--- config.mk ---
export PLATFORM = sky130hd
export DESIGN_NAME = irq_vector_dispatch
export DESIGN_NICKNAME = d
export VERILOG_FILES = /design/src/rtl/irqd_pkg.sv /design/src/rtl/irqd_first_set.sv /design/src/rtl/irqd_map_regs.sv /design/src/rtl/irq_vector_dispatch.sv
export SDC_FILE = /design/constraint.sdc
export NUM_CORES = 1
export LEC_CHECK = 0
export ABC_AREA = 1
export BUFFER_PORTS_ARGS = -buffer_cell sky130_fd_sc_hd__buf_2
export CORE_AREA = 2 2 131 133
export DETAILED_ROUTE_END_ITERATION = 7
export DIE_AREA = 0 0 133 135
export PLACE_DENSITY = 0.8
export SETUP_SLACK_MARGIN = 0.02
export SLEW_MARGIN = 15
export SYNTH_ARGS = -nofsm -noshare
export SYNTH_HDL_FRONTEND = slang
export SYNTH_SLANG_ARGS = --single-unit
--- constraint.sdc ---
create_clock -name clk -period 8.86 [get_ports clk]
set_clock_uncertainty 0.2 [all_clocks]
set_input_delay 2.658 -clock clk [delete_from_list [all_inputs] [get_ports clk]]
set_output_delay 2.658 -clock clk [all_outputs]
set_load 0.01 [all_outputs]
--- src/rtl/irqd_pkg.sv ---
package irqd_pkg;
   typedef enum logic [1:0] {
      RGN_SLOT_MAP  = 2'd0,
      RGN_BOARD_MAP = 2'd1,
      RGN_SLOT_CLR  = 2'd2,
      RGN_BOARD_CLR = 2'd3
   } irqd_region_e;

   localparam logic [31:0] MAP_FIXED_BASE = 32'h0000_07C0;
   localparam logic [31:0] MAP_BOARD_TAG  = 32'h0000_0020;
endpackage

--- src/rtl/irqd_first_set.sv ---
module irqd_first_set #(
   parameter int W = 32,
   localparam int IW = $clog2(W)
) (
   input  logic [W-1:0]  req,
   output logic          hit,
   output logic [IW-1:0] pos
);
   initial begin
      if (W < 2) $error("irqd_first_set: W must be at least 2");
   end

   always_comb begin
      hit = 1'b0;
      pos = '0;
      for (int i = W - 1; i >= 0; i--) begin
         if (req[i]) begin
            hit = 1'b1;
            pos = IW'(i);
         end
      end
   end
endmodule

--- src/rtl/irqd_map_regs.sv ---
module irqd_map_regs
   import irqd_pkg::*;
#(
   parameter int SLOT_GROUPS = 8,
   parameter int BOARD_SRCS  = 32,
   parameter int GROUP_SIZE  = 4,
   parameter int ADDR_W      = 10,
   parameter int DATA_W      = 32,
   localparam int FLD_W = ADDR_W - 5,
   localparam int SG_W  = $clog2(SLOT_GROUPS),
   localparam int BS_W  = $clog2(BOARD_SRCS)
) (
   input  logic                   clk,
   input  logic                   rst,
   input  logic                   wr_en,
   input  logic [ADDR_W-1:0]      wr_addr,
   input  logic [DATA_W-1:0]      wr_data,
   input  logic [ADDR_W-1:0]      rd_addr,
   output logic [DATA_W-1:0]      rd_data,
   output logic                   sel_slot_map,
   output logic                   sel_board_map,
   output logic                   sel_slot_clr,
   output logic                   sel_board_clr,
   output logic [FLD_W-1:0]       map_idx,
   output logic [FLD_W-3:0]       clr_grp,
   output logic                   wr_enable_bit,
   output logic [SLOT_GROUPS-1:0] slot_en_d,
   output logic [BOARD_SRCS-1:0]  board_en_d
);
   initial begin
      if (SLOT_GROUPS < 2) $error("irqd_map_regs: need at least two slot groups");
      if (BOARD_SRCS < 2) $error("irqd_map_regs: need at least two board sources");
      if ((1 << (FLD_W - 2)) < SLOT_GROUPS) $error("irqd_map_regs: clear index field too narrow");
      if ((1 << FLD_W) < BOARD_SRCS) $error("irqd_map_regs: map index field too narrow");
      if (DATA_W < 12) $error("irqd_map_regs: data too narrow for fixed fields");
   end

   logic [SLOT_GROUPS-1:0] slot_en_q;
   logic [BOARD_SRCS-1:0]  board_en_q;
   irqd_region_e           wr_rgn, rd_rgn;
   logic                   odd_wr;
   logic [FLD_W-1:0]       rd_idx;
   logic                   unused_addr_bits;

   assign wr_rgn        = irqd_region_e'(wr_addr[ADDR_W-1 -: 2]);
   assign rd_rgn        = irqd_region_e'(rd_addr[ADDR_W-1 -: 2]);
   assign odd_wr        = wr_en && wr_addr[2];
   assign map_idx       = wr_addr[3 +: FLD_W];
   assign clr_grp       = wr_addr[5 +: FLD_W-2];
   assign rd_idx        = rd_addr[3 +: FLD_W];
   assign wr_enable_bit = wr_data[DATA_W-1];
   assign unused_addr_bits = ^{wr_addr[1:0], rd_addr[1:0], wr_data[DATA_W-2:0]};

   assign sel_slot_map  = odd_wr && (wr_rgn == RGN_SLOT_MAP)  && (32'(map_idx) < SLOT_GROUPS);
   assign sel_board_map = odd_wr && (wr_rgn == RGN_BOARD_MAP) && (32'(map_idx) < BOARD_SRCS);
   assign sel_slot_clr  = odd_wr && (wr_rgn == RGN_SLOT_CLR)  && (32'(clr_grp) < SLOT_GROUPS);
   assign sel_board_clr = odd_wr && (wr_rgn == RGN_BOARD_CLR) && (32'(map_idx) < BOARD_SRCS);

   // Next enables: only bit DATA_W-1 of a mapping write is stored.
   always_comb begin
      slot_en_d  = slot_en_q;
      board_en_d = board_en_q;
      if (sel_slot_map)  slot_en_d[map_idx[SG_W-1:0]]  = wr_enable_bit;
      if (sel_board_map) board_en_d[map_idx[BS_W-1:0]] = wr_enable_bit;
   end

   always_ff @(posedge clk) begin
      if (rst) begin
         slot_en_q  <= '0;
         board_en_q <= '0;
      end else begin
         slot_en_q  <= slot_en_d;
         board_en_q <= board_en_d;
      end
   end

   // Readback: fixed routing fields are constants computed from the index.
   always_comb begin
      rd_data = '0;
      if (rd_addr[2]) begin
         unique case (rd_rgn)
            RGN_SLOT_MAP: if (32'(rd_idx) < SLOT_GROUPS)
               rd_data = {slot_en_q[rd_idx[SG_W-1:0]],
                          (DATA_W-1)'(MAP_FIXED_BASE | (32'(rd_idx) * GROUP_SIZE))};
            RGN_BOARD_MAP: if (32'(rd_idx) < BOARD_SRCS)
               rd_data = {board_en_q[rd_idx[BS_W-1:0]],
                          (DATA_W-1)'((MAP_FIXED_BASE | MAP_BOARD_TAG) + 32'(rd_idx))};
            default: rd_data = '0;
         endcase
      end
   end

   // an even-word write leaves every enable unchanged.
   assert_even_word_ignored_R3: assert property (@(posedge clk) disable iff (rst)
      (wr_en && !wr_addr[2]) |=> ($stable(slot_en_q) && $stable(board_en_q)));
endmodule

--- src/rtl/irq_vector_dispatch.sv ---
module irq_vector_dispatch #(
   parameter int SLOT_GROUPS = 8,
   parameter int GROUP_SIZE  = 4,
   parameter int BOARD_SRCS  = 32,
   parameter int ADDR_W      = 10,
   parameter int DATA_W      = 32,
   localparam int N_SLOT = SLOT_GROUPS * GROUP_SIZE,
   localparam int N_IN   = N_SLOT + BOARD_SRCS
) (
   input  logic              clk,
   input  logic              rst,
   input  logic [N_IN-1:0]   irq_in,
   input  logic              wr_en,
   input  logic [ADDR_W-1:0] wr_addr,
   input  logic [DATA_W-1:0] wr_data,
   input  logic [ADDR_W-1:0] rd_addr,
   output logic [DATA_W-1:0] rd_data,
   output logic [N_IN-1:0]   vec_req
);
   localparam int VEC_W = $clog2(N_IN + 2);
   localparam int FLD_W = ADDR_W - 5;
   localparam int GS_SH = $clog2(GROUP_SIZE);
   localparam logic [VEC_W-1:0] NONE = VEC_W'(N_IN + 1);
   localparam int SW = $clog2(N_SLOT);
   localparam int BW = $clog2(BOARD_SRCS);
   localparam int AW = $clog2(N_IN);

   initial begin
      if ((1 << GS_SH) != GROUP_SIZE) $error("irq_vector_dispatch: GROUP_SIZE must be a power of two");
      if (N_SLOT < 2) $error("irq_vector_dispatch: too few slot inputs");
   end

   logic                   sel_slot_map, sel_board_map, sel_slot_clr, sel_board_clr;
   logic [FLD_W-1:0]       map_idx;
   logic [FLD_W-3:0]       clr_grp;
   logic                   wr_enable_bit;
   logic [SLOT_GROUPS-1:0] slot_en_d;
   logic [BOARD_SRCS-1:0]  board_en_d;
   logic [N_IN-1:0]        en_all_d, lvl, rise;
   logic [VEC_W-1:0]       pend, p_drop, p_scan, p_next;
   logic                   drop, rescan;
   logic                   scan_hit, srise_hit, brise_hit;
   logic [AW-1:0]          scan_pos;
   logic [SW-1:0]          srise_pos;
   logic [BW-1:0]          brise_pos;
   logic [N_IN-1:0]        vec_d;

   irqd_map_regs #(
      .SLOT_GROUPS(SLOT_GROUPS), .BOARD_SRCS(BOARD_SRCS), .GROUP_SIZE(GROUP_SIZE),
      .ADDR_W(ADDR_W), .DATA_W(DATA_W)
   ) u_regs (
      .clk(clk), .rst(rst), .wr_en(wr_en), .wr_addr(wr_addr), .wr_data(wr_data),
      .rd_addr(rd_addr), .rd_data(rd_data),
      .sel_slot_map(sel_slot_map), .sel_board_map(sel_board_map),
      .sel_slot_clr(sel_slot_clr), .sel_board_clr(sel_board_clr),
      .map_idx(map_idx), .clr_grp(clr_grp), .wr_enable_bit(wr_enable_bit),
      .slot_en_d(slot_en_d), .board_en_d(board_en_d)
   );

   // Per-input enable view after this cycle's write.
   for (genvar i = 0; i < N_IN; i++) begin : g_en
      if (i < N_SLOT) begin : g_slot
         assign en_all_d[i] = slot_en_d[i / GROUP_SIZE];
      end else begin : g_board
         assign en_all_d[i] = board_en_d[i - N_SLOT];
      end
   end

   assign rise = irq_in & ~lvl;

   irqd_first_set #(.W(N_IN)) u_scan (
      .req(lvl & en_all_d), .hit(scan_hit), .pos(scan_pos));
   irqd_first_set #(.W(N_SLOT)) u_srise (
      .req(rise[N_SLOT-1:0] & en_all_d[N_SLOT-1:0]), .hit(srise_hit), .pos(srise_pos));
   irqd_first_set #(.W(BOARD_SRCS)) u_brise (
      .req(rise[N_IN-1:N_SLOT] & en_all_d[N_IN-1:N_SLOT]), .hit(brise_hit), .pos(brise_pos));

   // Step 1: register write may drop the pending vector.
   always_comb begin
      drop = 1'b0;
      if (sel_slot_map && !wr_enable_bit && (pend == VEC_W'(map_idx)))
         drop = 1'b1;
      if (sel_board_map && !wr_enable_bit && (pend == VEC_W'(map_idx) + VEC_W'(N_SLOT)))
         drop = 1'b1;
      if (sel_slot_clr && (pend != NONE) && ((pend >> GS_SH) == VEC_W'(clr_grp)))
         drop = 1'b1;
      if (sel_board_clr && (pend == VEC_W'(map_idx) + VEC_W'(N_SLOT)))
         drop = 1'b1;
      rescan = sel_slot_map || sel_board_map || drop;
      p_drop = drop ? NONE : pend;
   end

   // Step 2: rearbitrate; a still-pending vector is simply kept.
   assign p_scan = (rescan && (p_drop == NONE) && scan_hit) ? VEC_W'(scan_pos) : p_drop;

   // Step 3: rising edges; slot edges preempt, board edges only fill an idle line.
   always_comb begin
      p_next = p_scan;
      if (srise_hit)
         p_next = VEC_W'(srise_pos);
      else if (brise_hit && (p_scan == NONE))
         p_next = VEC_W'(brise_pos) + VEC_W'(N_SLOT);
   end

   for (genvar i = 0; i < N_IN; i++) begin : g_dec
      assign vec_d[i] = (p_next == VEC_W'(i));
   end

   always_ff @(posedge clk) begin
      if (rst) begin
         lvl     <= '0;
         pend    <= NONE;
         vec_req <= '0;
      end else begin
         lvl     <= irq_in;
         pend    <= p_next;
         vec_req <= vec_d;
      end
   end

   assert_single_line_R1: assert property (@(posedge clk) disable iff (rst)
      $onehot0(vec_req));

   assert_reset_idle_R11: assert property (@(posedge clk) disable iff (rst)
      $past(rst) |-> (vec_req == '0));

   assert_no_spontaneous_grant_R12: assert property (@(posedge clk) disable iff (rst)
      ((vec_req == '0) && !wr_en && (rise == '0)) |=> (vec_req == '0));

   assert_board_no_preempt_R10: assert property (@(posedge clk) disable iff (rst)
      ((vec_req != '0) && !wr_en && (rise[N_SLOT-1:0] == '0)) |=> $stable(vec_req));
endmodule

# Word-level counts from Yosys, hierarchy flattened
# Index checks and enable logic that the tools add are counted.
# word_totals
register_bits	175
elab_cells	397
output_inout_bits	96
# classes
n_lt_le_gt_ge	8
reduce_logical	24
n_bitwise	5
muxes	279
n_eq_ne	73
add_sub_neg	3
# op_table
op	n
two-way mux 6 bit	64
two-way mux 5 bit	64
equality test 7 x 6 -> 1 bit (second input constant)	32
two-way mux 1 bit	136
AND 64 bit	2
equality test 7 x 5 -> 1 bit (second input constant)	16
two-way mux 32 bit	3
AND 32 bit	2
NOT 64 bit	1
one-hot mux 32 bit (2 select lines)	1
equality test 7 x 4 -> 1 bit (second input constant)	8
bitwise mux 32 bit	1
equality test 7 x 3 -> 1 bit (second input constant)	4
two-way mux 7 bit	4
logical AND 1 bit	18
adder 5 x 6 -> 7 bit (second input constant)	2
equality test 7 x 2 -> 1 bit (second input constant)	2
equality test 7 bit (second input constant)	2
adder 11 x 5 -> 12 bit (first input constant)	1
less-than comparator 5 x 6 -> 1 bit (second input constant)	2
less-than comparator 5 x 4 -> 1 bit (second input constant)	2
bitwise mux 8 bit	1
less-than comparator 3 x 4 -> 1 bit (second input constant)	2
two-way mux 8 bit	1
17 further kinds	21

# Longest topological paths before layout
# Gate-level depths: netlist of run 1.
# logic_depth
depth_word	78
depth_mapped	79
depth_no_buf	78

# By module
# A second synthesis of run 1 with hierarchy kept.
# unflattened
cells_unflattened	1638
hier_area_um2	9850.7
# by_module_without_submodules
module	seq_area_each_um2	area_each_um2	cells_per_inst	n_inst
irq_vector_dispatch	2702.6	5193.7	734	1
irqd_map_regs	800.8	2856.5	466	1
irqd_first_set at u_scan	0.0	914.6	224	1
irqd_first_set at u_brise ...	0.0	442.9	107	2

# Worst setup path after synthesis of run 1
# No wires, ideal clock.
# synth_timing
path_kind	in2reg
startpoint	in wr_en
endpoint	reg vec_req[12]
setup_ns	0.066
stages	77
slack_ns	1.785
arrival_ns	6.808
cell_sequence	nand2_1 inv_2 nand3_2 nor2_2 nand2_1 o21ai_2 inv_2 nand2_1 nand2_1 nand2_1 nand2_1 nand2_1 nand2_1 nand2_1 nand2_1 nand2_1 nand2_1 nand2_1 [... 41 more ...] nand2_1 nand2_1 nand2_1 nand2_1 nand2_1 nand2_1 nand2_1 nand2_1 nand2_2 nand2_4 nand2_2 nand2_1 nand2_2 nand2_1 nor2_2 nand2_2 buf_6 nor2_1
# synth_between
elab_chain_cells	75
word_cells_on_any_way	291
cone_classes	1 x add/sub; 3 x eq/ne; 266 x mux; 3 x bitwise; 18 x reduce/logical
# synth_rtl
item	line_no	source
from (decl)	irq_vector_dispatch.sv:13	input logic wr_en,
logical AND 1 bit *	irqd_map_regs.sv:47	assign odd_wr = wr_en && wr_addr[2];
logical AND 1 bit	irqd_map_regs.sv:55	assign sel_board_map = odd_wr && (wr_rgn == RGN_BOARD_MAP) && (32'(map_idx) < BOARD_SRCS);
two-way mux 32 bit	irqd_map_regs.sv:64	if (sel_board_map) board_en_d[map_idx[BS_W-1:0]] = wr_enable_bit;
AND 64 bit	irq_vector_dispatch.sv:72	.req(lvl & en_all_d), .hit(scan_hit), .pos(scan_pos));
two-way mux 1 bit (64 in a row)	irqd_first_set.sv:17	if (req[i]) begin
logical AND 1 bit	irq_vector_dispatch.sv:94	assign p_scan = (rescan && (p_drop == NONE) && scan_hit) ? VEC_W'(scan_pos) : p_drop;
two-way mux 7 bit	irq_vector_dispatch.sv:94	
equality test 7 bit	irq_vector_dispatch.sv:101	else if (brise_hit && (p_scan == NONE))
logical AND 1 bit	irq_vector_dispatch.sv:101	
two-way mux 7 bit	irq_vector_dispatch.sv:101	
two-way mux 7 bit *	irq_vector_dispatch.sv:99	if (srise_hit)
equality test 7 x 4 -> 1 bit *	irq_vector_dispatch.sv:106	assign vec_d[i] = (p_next == VEC_W'(i));
to (signal assigned)	irq_vector_dispatch.sv:117	vec_req <= vec_d;
to (decl)	irq_vector_dispatch.sv:18	output logic [N_IN-1:0] vec_req
# Mark *: on every way between the ends. The rest lies on a longest branch, timed or not.
# A chain may end at the register's enable or synchronous reset.

# Worst setup path in the final report of run 1
# layout_timing
startpoint	in wr_en
endpoint	reg vec_req[11]
# Same word-level chain as after synthesis.

==> metrics.csv, run 1 <==
metric,value,unit
"CTS clk-pin slew, worst paths",80,ps
"Seq/Total Area, Yosys",0.398,
Crit Path Max Fanout,7,
layout cells sized above 1,0.153,
total gr overflow,0,
Fin. Hold Viols,0,
sum of net half-perimeters after detailed placement,16600,µm
Syn Inst Count,1393,
power density cells,178,nW/µm²
IO buf count,159,
die footprint,18000,µm²
Crit path largest cell delay,320,ps
Post-CTS Setup Bufs,0,
Area growth syn-to-layout,16.5,%
DRC,0,
largest net degree at the start of global routing,92,
Die W,133,µm
"commonest non-fill, non-tap cell in the layout",nand2_1,
combinational share of power,0.129,
Int Pwr,1270,µW
core footprint,16400,µm²
Hold Crit Class,reg2reg,
Via density,4.96,
GRT Overall Usage,0.252,
cell mode on critical path,nand2_1,
"Slew Viols, Final",0,
Ports,215,
fillers,1568,
"worst slack, placed",641,ps
worst vdd ir,0.140,mV
status,"complete, no violations",
Clock power frac,0.419,
RSZ-0062 raised after global routing,no,
Routed WL,22200,µm
sw power,557,µW
Rows,47,
ys async rst share,0,
Slew HR,0.343,
Pleak,0.00575,µW
vias in the first global route,7984,
Max Clock Freq,129,MHz
Slowest cell on crit path,nor2_2,
Initial Utilization,0.536,
"Top FF cell, synth",dfxtp_1,
Clock Sinks,175,
first-pass GRT wire length,36700,µm
final setup fails,0,
Area contributors post-synth,"dfxtp_1 (40%), nand2_1 (17%), nor2_1 (12%), inv_1 (7.5%), o21ai_0 (4.5%)",
post-synthesis sequential element count,175,
minimum clock period,7760,ps
vias,8786,
DR pass1 iterations,5,
nets,1656,
CTS root buf,clkbuf_16,
max-capacitance violation count,0,
WP data required,9030,ps
Detail Route Antenna Nets,0,
final period utilization,0.876,
post-synth cell types,46,
clk_lat worst skew,440,ps
CP startpoint kind,primary input,
GP Congestion,0.923,
Syn Area/Cell,6.32,µm²
crit path kind,in2reg,
highest-count cells in the layout ignoring fill and taps,"nand2_1 (390), nor2_1 (289), inv_1 (177), dfxtp_1 (175), buf_2 (158)",
largest area contributor in the netlist,dfxtp_1,
area fraction of the dominant cell type after synthesis,0.398,
setup_tns,0,ps
cell area after synthesis,8800,µm²
Max clock buf depth,2,
CTS tree,yes,
htree depth,4,
initial antenna violation count,0,
nature of the critical path endpoint,flip-flop,
Worst EP arrival,7940,ps
CTS buffer count,17,
sw frac,0.305,
final worst setup slack,1100,ps
DRT iter0 DRCs,653,
routed len/inst,12.5,µm
Die H,135,µm
Post-synth EDFFs,0,
Worst-Margin Slew,986,ps
hold_buf cts,0,
Seq pwr share,0.452,
Syn. warnings,0,
Post-Route Hold Slack,367,ps
post-CTS sizing,0,
[path summary, 6_finish.rpt]
check	end	cells after the start	slack [ps]	start
setup / recovery	vec_req[11]	77	1100	wr_en
hold / removal	u_regs.board_en_q[11]	4	370	u_regs.board_en_q[11]
setup reg to reg	vec_req[11]	74	3750	u_regs.board_en_q[31]
hold reg to reg	u_regs.board_en_q[11]	4	370	u_regs.board_en_q[11]
[metrics by stage]
step / cell area, µm² / std cells / total power, µW / util
after floorplan: 8870 / 1412 / 1020 / -
after CTS: 10300 / 1770 / 1840 / 0.625
after global routing: 10300 / 1770 / 1900 / 0.625
after detailed placement: 9620 / 1738 / 1080 / 0.587
final: 10300 / 1771 / 1830 / 0.625
after global placement: 9620 / 1738 / 1070 / 0.587
[cells by family after synthesis]
kind of cell    synth area share
simple gates               0.373
buf+inv                    0.121
flops                      0.398
compound gates             0.103
xor+xnor                 0.00299
mux                      0.00227
other cells             0.000426
[cell usage after synthesis, drive strengths merged (3+ instances only)]
master	n
clkbuf	21
o211ai	4
nor3	42
a21oi	31
a31oi	10
o21bai	12
nand4	6
nor2	297
o21ai	91
nand2	404
dfxtp	175
nand3	51
o31ai	4
nor4	3
inv	188
buf	35
[registers in the layout, summed over array words and instances (netlist names)]
signal	cells
lvl	64
pend	7
u_regs.slot_en_q	8
u_regs.board_en_q	32
vec_req	64
[per-layer routing]
metal	wire length, µm	GRT usage
met4	584	0.103
met2	10200	0.409
met1	10100	0.330
met3	1320	0.0514
met5	0	0
[critical path: cells and delay by family]
kind            cells  cell delay [ps]
simple gates       73             4920
buf+inv             3              270
compound gates      1               70
[cell type report]
| cell class | count | area (µm²) | area share |
|---|---|---|---|
| diodes | 1 | 2.50 | 0.000244 |
| clock buffers | 17 | 425 | 0.0415 |
| clock inverters | 15 | 205 | 0.0200 |
| inverters | 190 | 714 | 0.0697 |
| multi-input cells | 991 | 4310 | 0.420 |
| flip-flops and latches | 175 | 3500 | 0.342 |
| well taps | 220 | 275 | 0.0268 |
| repair buffers | 162 | 821 | 0.0800 |
[power groups by stage]
stage                     clock, µW  sequential [µW]  combinational, µW
after global placement            0              845                228
after detailed placement          0              845                233
after CTS                       774              827                234
after global routing            809              830                266
after floorplan                   0              843                173
final                           766              827                236
No activity file was read; power rests on OpenSTA's default activity.
==> inputs of run 2 (changes only) <==
Clock period 8.86 ns to 8.12 ns, I/O delays scaled along.
==> run 2 against run 1 <==
Net effect:
- count of clock-buffer cells in the layout stayed put
- combinational power is 19% higher
- utilization up 0.75 points
- largest power group unchanged
- critical path depth is 1 lower
- total power increased by 11%
- hold slack gained 6.7 ps
==> metrics.csv, run 2 (synthesis results as in run 1) <==
metric,value,unit
status,"complete, no violations",
IO buf count,159,
WP data required,8290,ps
clk_lat worst skew,440,ps
final setup fails,0,
"commonest non-fill, non-tap cell in the layout",nand2_1,
worst vdd ir,0.161,mV
Crit Path Max Fanout,16,
Area growth syn-to-layout,17.9,%
CTS buffer count,17,
Pleak,0.00582,µW
core footprint,16400,µm²
Max Clock Freq,136,MHz
Routed WL,22400,µm
vias,8851,
max-capacitance violation count,0,
Die H,135,µm
Via density,4.98,
Hold Crit Class,reg2reg,
final period utilization,0.907,
Die W,133,µm
Crit path largest cell delay,320,ps
Min-Delay Endpoint,u_regs.board_en_q[11],
CP startpoint kind,primary input,
power density cells,196,nW/µm²
Clock Sinks,175,
htree depth,4,
R2R Setup Slk,3080,ps
DRC,0,
Largest regs,"lvl x64, vec_req x64, u_regs.board_en_q x32",
CTS root buf,clkbuf_16,
Ports,215,
Post-Route Hold Slack,373,ps
hold_buf cts,0,
r2r worst-path depth,71,
Rows,47,
DR pass1 iterations,5,
Slowest cell on crit path,o21bai_2,
GRT Overall Usage,0.249,
Max clock buf depth,2,
first-pass GRT wire length,36500,µm
"CTS clk-pin slew, worst paths",80,ps
GP Congestion,0.921,
highest-count cells in the layout ignoring fill and taps,"nand2_1 (386), nor2_1 (286), inv_1 (177), dfxtp_1 (175), buf_2 (158)",
Initial Utilization,0.536,
nature of the critical path endpoint,flip-flop,
"Slew Viols, Final",0,
RSZ-0062 raised after global routing,yes,
largest net degree at the start of global routing,92,
Worst EP arrival,7540,ps
layout cells sized above 1,0.163,
Worst-Margin Slew,978,ps
routed len/inst,12.6,µm
initial antenna violation count,0,
HP Start,u_regs.board_en_q[11],
sum of net half-perimeters after detailed placement,16600,µm
total gr overflow,0,
Worst Hold Path Cells,4,
vias in the first global route,8090,
DRT iter0 DRCs,629,
die footprint,18000,µm²
setup_tns,0,ps
cell mode on critical path,nand2_1,
CTS tree,yes,
Slew HR,0.348,
R2R Path Start,u_regs.board_en_q[28],
crit path kind,in2reg,
Detail Route Antenna Nets,0,
nets,1662,
RR Endpoint,vec_req[3],
Fin. Hold Viols,0,
minimum clock period,7370,ps
## run 2: how the worst max path moves through the flow
| stage | from | end | slack, ps |
|---|---|---|---|
| 2_1_floorplan | wr_en | vec_req[12] | 1270 |
| 5_1_grt | wr_addr[9] | vec_req[7] | 20 |
| 3_5_place_dp | wr_en | vec_req[11] | 320 |
| 6_report | wr_addr[9] | vec_req[3] | 750 |
| 3_3_place_gp | wr_en | vec_req[11] | 380 |
| 4_1_cts | wr_en | vec_req[11] | 710 |
## run 2: timing repair
item,CTS,global route
setup buffers,0,2
resized for setup,0,23
setup endpoints to repair,0,64
## run 2: where the power goes
| group | internal, µW | total [µW] | leakage [µW] | switching [µW] |
|---|---|---|---|---|
| clock | 426 | 847 | 0.000298 | 421 |
| sequential | 886 | 903 | 0.00143 | 17.1 |
| combinational | 87.1 | 281 | 0.00409 | 193 |
| total | 1400 | 2030 | 0.00582 | 632 |
## run 2: worst max-delay path, delay by kind of cell
kind / cells / cell delay [ps]
AO/OA/AOI/OAI: 3 / 470
AND/OR/NAND/NOR: 69 / 4210
buffers and inverters: 4 / 430
## run 2: layout make-up
cell class	count	area [µm²]
antenna	1	2.50
tap	220	275
inverter	190	717
clock inverter	15	195
clock buffer	17	425
multi-input combinational	991	4390
timing repair buffer	168	866
sequential	175	3500
fill	1540	6030
## run 2: through the flow
stage / area, µm² / std cells / setup slack [ps] / utilization / power (µW)
floorplan: 8870 / 1412 / 1270 / - / 1110
global placement: 9650 / 1742 / 378 / 0.588 / 1170
detailed placement: 9650 / 1742 / 318 / 0.588 / 1180
CTS: 10300 / 1774 / 713 / 0.626 / 2010
global route: 10400 / 1776 / 16.4 / 0.632 / 2100
finish: 10400 / 1777 / 754 / 0.633 / 2030
## run 2: metal layers
layer,vias up,track usage,wire length (µm),share of wire
met5,-,0,0,0
met4,0,0.0914,495,0.022
met3,38,0.0469,1490,0.066
met2,287,0.425,10500,0.47
met1,3968,0.316,9930,0.44
li1,4558,-,-,-
